### config.mk
export PLATFORM = sky130hd
export DESIGN_NAME = evt_counter_chan
export DESIGN_NICKNAME = d
export VERILOG_FILES = /design/src/rtl/evt_counter_chan.sv
export SDC_FILE = /design/constraint.sdc
export NUM_CORES = 1
export LEC_CHECK = 0
export ABC_AREA = 1
export BUFFER_PORTS_ARGS = -buffer_cell sky130_fd_sc_hd__buf_2
export CAP_MARGIN = 15
export CORE_ASPECT_RATIO = 1.4
export CORE_UTILIZATION = 25
export DETAILED_ROUTE_END_ITERATION = 10
export PLACE_DENSITY = 0.45
export SLEW_MARGIN = 20
export SYNTH_ARGS = -nofsm -noshare
export SYNTH_HDL_FRONTEND = slang
export SYNTH_SLANG_ARGS = --single-unit
### constraint.sdc
create_clock -name clk -period 5.7 [get_ports clk]
set_clock_uncertainty 0.05 [all_clocks]
set_input_delay 0.285 -clock clk [delete_from_list [all_inputs] [get_ports clk]]
set_output_delay 0.285 -clock clk [all_outputs]
set_load 0.1 [all_outputs]
### src/rtl/evt_counter_chan.sv
module evt_counter_chan #(
  parameter int CNT_W = 32,
  parameter int NIN   = 4,
  localparam int WORD_W = CNT_W / 2,
  localparam int SEL_W  = $clog2(NIN)
) (
  input  logic              clk,
  input  logic              rst_n,
  input  logic [NIN-1:0]    cnt_in,
  input  logic [SEL_W-1:0]  main_sel,
  input  logic [SEL_W-1:0]  aux_sel,
  input  logic [1:0]        aux_func,
  input  logic              wide_mode,
  input  logic              limit_mode,
  input  logic              clr_on_read,
  input  logic              acq_start,
  input  logic              scan_tick,
  input  logic              rd_stb,
  input  logic [1:0]        rd_addr,
  output logic [WORD_W-1:0] rd_data
);
  localparam logic [1:0] FN_GATE  = 2'd1;
  localparam logic [1:0] FN_DEC   = 2'd2;
  localparam logic [1:0] FN_LATCH = 2'd3;
  localparam logic [CNT_W-1:0] ONE  = {{(CNT_W-1){1'b0}}, 1'b1};
  localparam logic [CNT_W-1:0] HALF = {{(CNT_W-WORD_W){1'b0}}, {WORD_W{1'b1}}};

  logic [NIN-1:0]   in_q, rise_v;
  logic [CNT_W-1:0] cnt, creg, snap, top, base, stepped;
  logic main_rise, aux_rise, aux_lvl, run, up, dn, lo_read, load_creg;

  assign rise_v    = cnt_in & ~in_q;
  assign main_rise = rise_v[main_sel];
  assign aux_rise  = rise_v[aux_sel];
  assign aux_lvl   = cnt_in[aux_sel];
  assign run       = (aux_func != FN_GATE) || aux_lvl;
  assign up        = run && main_rise;
  assign dn        = run && (aux_func == FN_DEC) && aux_rise;
  assign lo_read   = rd_stb && (rd_addr == 2'd0);
  assign top       = wide_mode ? {CNT_W{1'b1}} : HALF;
  assign base      = (lo_read && clr_on_read) ? '0 : (cnt & top);
  assign load_creg = (aux_func == FN_LATCH) ? aux_rise : scan_tick;

  always_comb begin
    stepped = base;
    if (up && !dn) begin
      if (!(limit_mode && base == top)) stepped = (base + ONE) & top;
    end else if (dn && !up) begin
      if (!(limit_mode && base == '0)) stepped = (base - ONE) & top;
    end
  end

  always_ff @(posedge clk or negedge rst_n) begin
    if (!rst_n) begin
      in_q    <= '0;
      cnt     <= '0;
      creg    <= '0;
      snap    <= '0;
      rd_data <= '0;
    end else begin
      in_q <= cnt_in;
      cnt  <= acq_start ? '0 : stepped;
      if (acq_start)      creg <= '0;
      else if (load_creg) creg <= cnt;
      if (lo_read) snap <= cnt;
      if (rd_stb) begin
        case (rd_addr)
          2'd0:    rd_data <= cnt[WORD_W-1:0];
          2'd1:    rd_data <= snap[CNT_W-1:WORD_W];
          2'd2:    rd_data <= creg[WORD_W-1:0];
          default: rd_data <= creg[CNT_W-1:WORD_W];
        endcase
      end
    end
  end
endmodule

==> results.md <==
* IO buf count at 35
* Area growth, synth to finish at 11.4%
* Worst slew margin at 0.294
* Mean routed wirelength per cell at 17.8 um
* Sw Pwr at 794 uW
* CTS tree: built
* Synth Instances at 1040
* P per Cell Area at 275 nW/um^2
* Setup ws final at 1830 ps
* Slew Viols, Final at 0
* Top post-synthesis cells by area: dfrtp_1 36%, nand2_1 14%, nand3_1 9.8%, o21ai_0 6.3%, inv_1 6.1%
* Worst Path Required at 5900 ps
* DP HPWL at 18.5 mm
* Vias per Instance at 4.97
* Synth cell types at 39
* Worst-path clk slew at 80 ps
* Vias in the first global route at 6747
* Dpl ws at 1470 ps
* Flop-to-flop setup slack at 2140 ps
* Run status: complete, no violations
* Net count, final at 1067
* Gr usage total at 0.184
* First-pass GRT wire length at 39.9 mm
* Netlist Area Pre-Place at 7030 um^2
* Postcts setup bufs at 0
* Iteration count of the initial detailed-routing pass at 5
* Routability cong. at 0.913
* Initial antenna violation count at 0
* Endpoints failing setup at 0
* Post-route setup TNS at 0 ps
* Iteration-0 DRC Markers at 530
* Fmax at 258 MHz
* Skew-Pair Late Insertion Delay at 370 ps
* Combinational share of power at 0.267
* Period utilization at 0.680
* Worst hold path class: in -> reg
* Grt total ovfl at 0
* Clk buf depth at 2
* Max IR drop VDD at 0.141 mV
* Total CTS buffers at 9
* Critical path endpoint category: flop
* Hold Violations, Final at 0
* Largest area contributor in the netlist: dfrtp_1
* Clock network power share at 0.341
* Starting density of the core at 0.254
* Crit Path Class: in -> reg
* Syn_nets at 1062
* Pleak at 3.79 nW
* Die area at 28800 um^2
* ANT cells at 0
* Yosys top cell area share at 0.356
* CP Launch Type: primary input
* Crit path arrival time at 4070 ps
* Ports at 36
* Switching Fraction at 0.370
* Int Power at 1.36 mW
* Seq pwr share at 0.392
* Seq cells post-synth at 100
* Die Height at 200 um
* Mean area per synthesized cell at 6.76 um^2
* Register area share after synthesis at 0.356
* Routed Antenna Nets at 0
* DRT Wirelength at 25.3 mm
* # DRC at 0
* Die Width at 144 um
* CP max FO at 62
* Final Util at 0.283
* Core Area at 27700 um^2
* Largest net degree at the start of global routing at 65
* Min Clock Period, post-route at 3870 ps
* Std-Cell Rows at 72
* RSZ-0062 raised after global routing: false
* Share of layout cells above drive strength 1 at 0.114
* Clock Sinks at 100
* Worst-margin pin slew at 1060 ps
* Number of H-tree levels at 3
* Vias at 7054
* Max cap viols at 0
* Synth Warn # at 0
* Root Driver: clkbuf_16
[layout make-up]
cell class                 count  area, um^2
inverter                     119         447
clock buffer                   9         225
fill                        3091       19800
multi-input combinational    773        3850
sequential                   100        2500
timing repair buffer          42         233
clock inverter                 6         111
tap                          370         463
[power groups by stage]
stage / Sequential, mW / Clock, mW / Combinational, mW
2_1_floorplan: 0.908 / 0 / 0.347
3_3_place_gp: 0.856 / 0 / 0.572
6_report: 0.843 / 0.733 / 0.573
3_5_place_dp: 0.857 / 0 / 0.572
4_1_cts: 0.843 / 0.751 / 0.575
5_1_grt: 0.852 / 0.778 / 0.637
[cell usage after synthesis]
master / count
a21oi_1: 32
nor3_2: 2
ha_1: 2
xor2_1: 16
buf_1: 1
o211ai_1: 1
buf_4: 2
xnor2_1: 3
o21ai_0: 89
buf_6: 6
a21oi_4: 1
o31ai_1: 2
nand2_1: 268
o21ai_1: 10
inv_2: 3
o21ai_2: 14
nand3b_1: 2
nand4_1: 22
mux2_2: 11
nand3_2: 2
dfrtp_1: 100
clkbuf_1: 30
o31ai_2: 1
o22ai_1: 2
a221oi_1: 16
nand2_2: 8
nor2_4: 2
nand2_4: 1
clkinv_1: 1
nand3_4: 1
nand3_1: 138
nand4_2: 2
nor3_1: 13
nor4_1: 1
nor2_2: 12
inv_1: 115
buf_2: 9
or2_2: 1
nor2_1: 98
[timing repair]
action / CTS / global route
gates resized for setup: 0 / 0
hold buffers: 1 / 0
hold endpoints to repair: 50 / 0
[worst max-delay path: stages]
cell and delay [ps]:
buf_2 120, nor2_4 470, nand3_4 730, nand2_1 380, inv_1 110, ha_1 230
nand2_1 90, nor2_2 70, nand2_1 240, nor2_2 190, nand3_1 760, nand2_1 130
nand2_1 100, nand2_1 50, nand3_1 90, nor2_1 40
[cell families (layout without fill, tap and decap cells)]
| family | after synthesis | count (layout) | share of synthesized area |
|---|---|---|---|
| simple gates | 573 | 573 | 0.361 |
| mux | 11 | 11 | 0.0176 |
| xor+xnor | 19 | 19 | 0.0237 |
| compound gates | 168 | 168 | 0.140 |
| fa+ha+maj | 2 | 2 | 0.00356 |
| flops | 100 | 100 | 0.356 |
| buf+inv | 167 | 176 | 0.0983 |
[through the flow]
step / power, mW / instance area, um^2 / cells / hold WS, ps
after global routing: 2.27 / 7830 / 1419 / 14.5
after floorplan: 1.25 / 7030 / 1040 / -60.6
final: 2.15 / 7830 / 1419 / 20.2
after global placement: 1.43 / 7480 / 1403 / 355
after detailed placement: 1.43 / 7480 / 1403 / 378
after CTS: 2.17 / 7830 / 1419 / 5.32
[placed cells by master, fill, tap and decap left out, types with 4 or more instances in the layout]
master	n
nand2_1	268
nand3_1	138
inv_1	114
dfrtp_1	100
nor2_1	97
o21ai_0	89
buf_2	34
a21oi_1	32
nand4_1	22
a221oi_1	16
xor2_1	16
o21ai_2	14
nor2_2	13
nor3_1	13
mux2_2	11
o21ai_1	9
clkbuf_16	9
nand2_2	8
buf_4	7
inv_2	4
[flip-flops by register name (all words and copies together) (netlist names)]
signal	flops
cnt	32
snap	16
in_q	4
rd_data	16
creg	32
[routing by layer]
layer  global-route usage  vias to the layer above  wire length, um
li1                     -                     3430                -
met1                0.227                     3426            10800
met2                0.319                      164            12800
met3               0.0225                       34              952
met4               0.0729                        0              731
met5                    0                        -                0
[worst paths after layout]
kind | start | endpoint | cells after the start
setup reg to reg | cnt[0] | cnt[23] | 13
max in group asynchronous | rst_n | creg[23] | 3
hold reg to reg | rd_data[7] | rd_data[7] | 2
setup / recovery | rd_addr[1] | cnt[23] | 16
hold / removal | cnt_in[3] | in_q[3] | 1
min in group asynchronous | rst_n | cnt[6] | 2
Note: power is estimated with default switching activity, not from simulation.
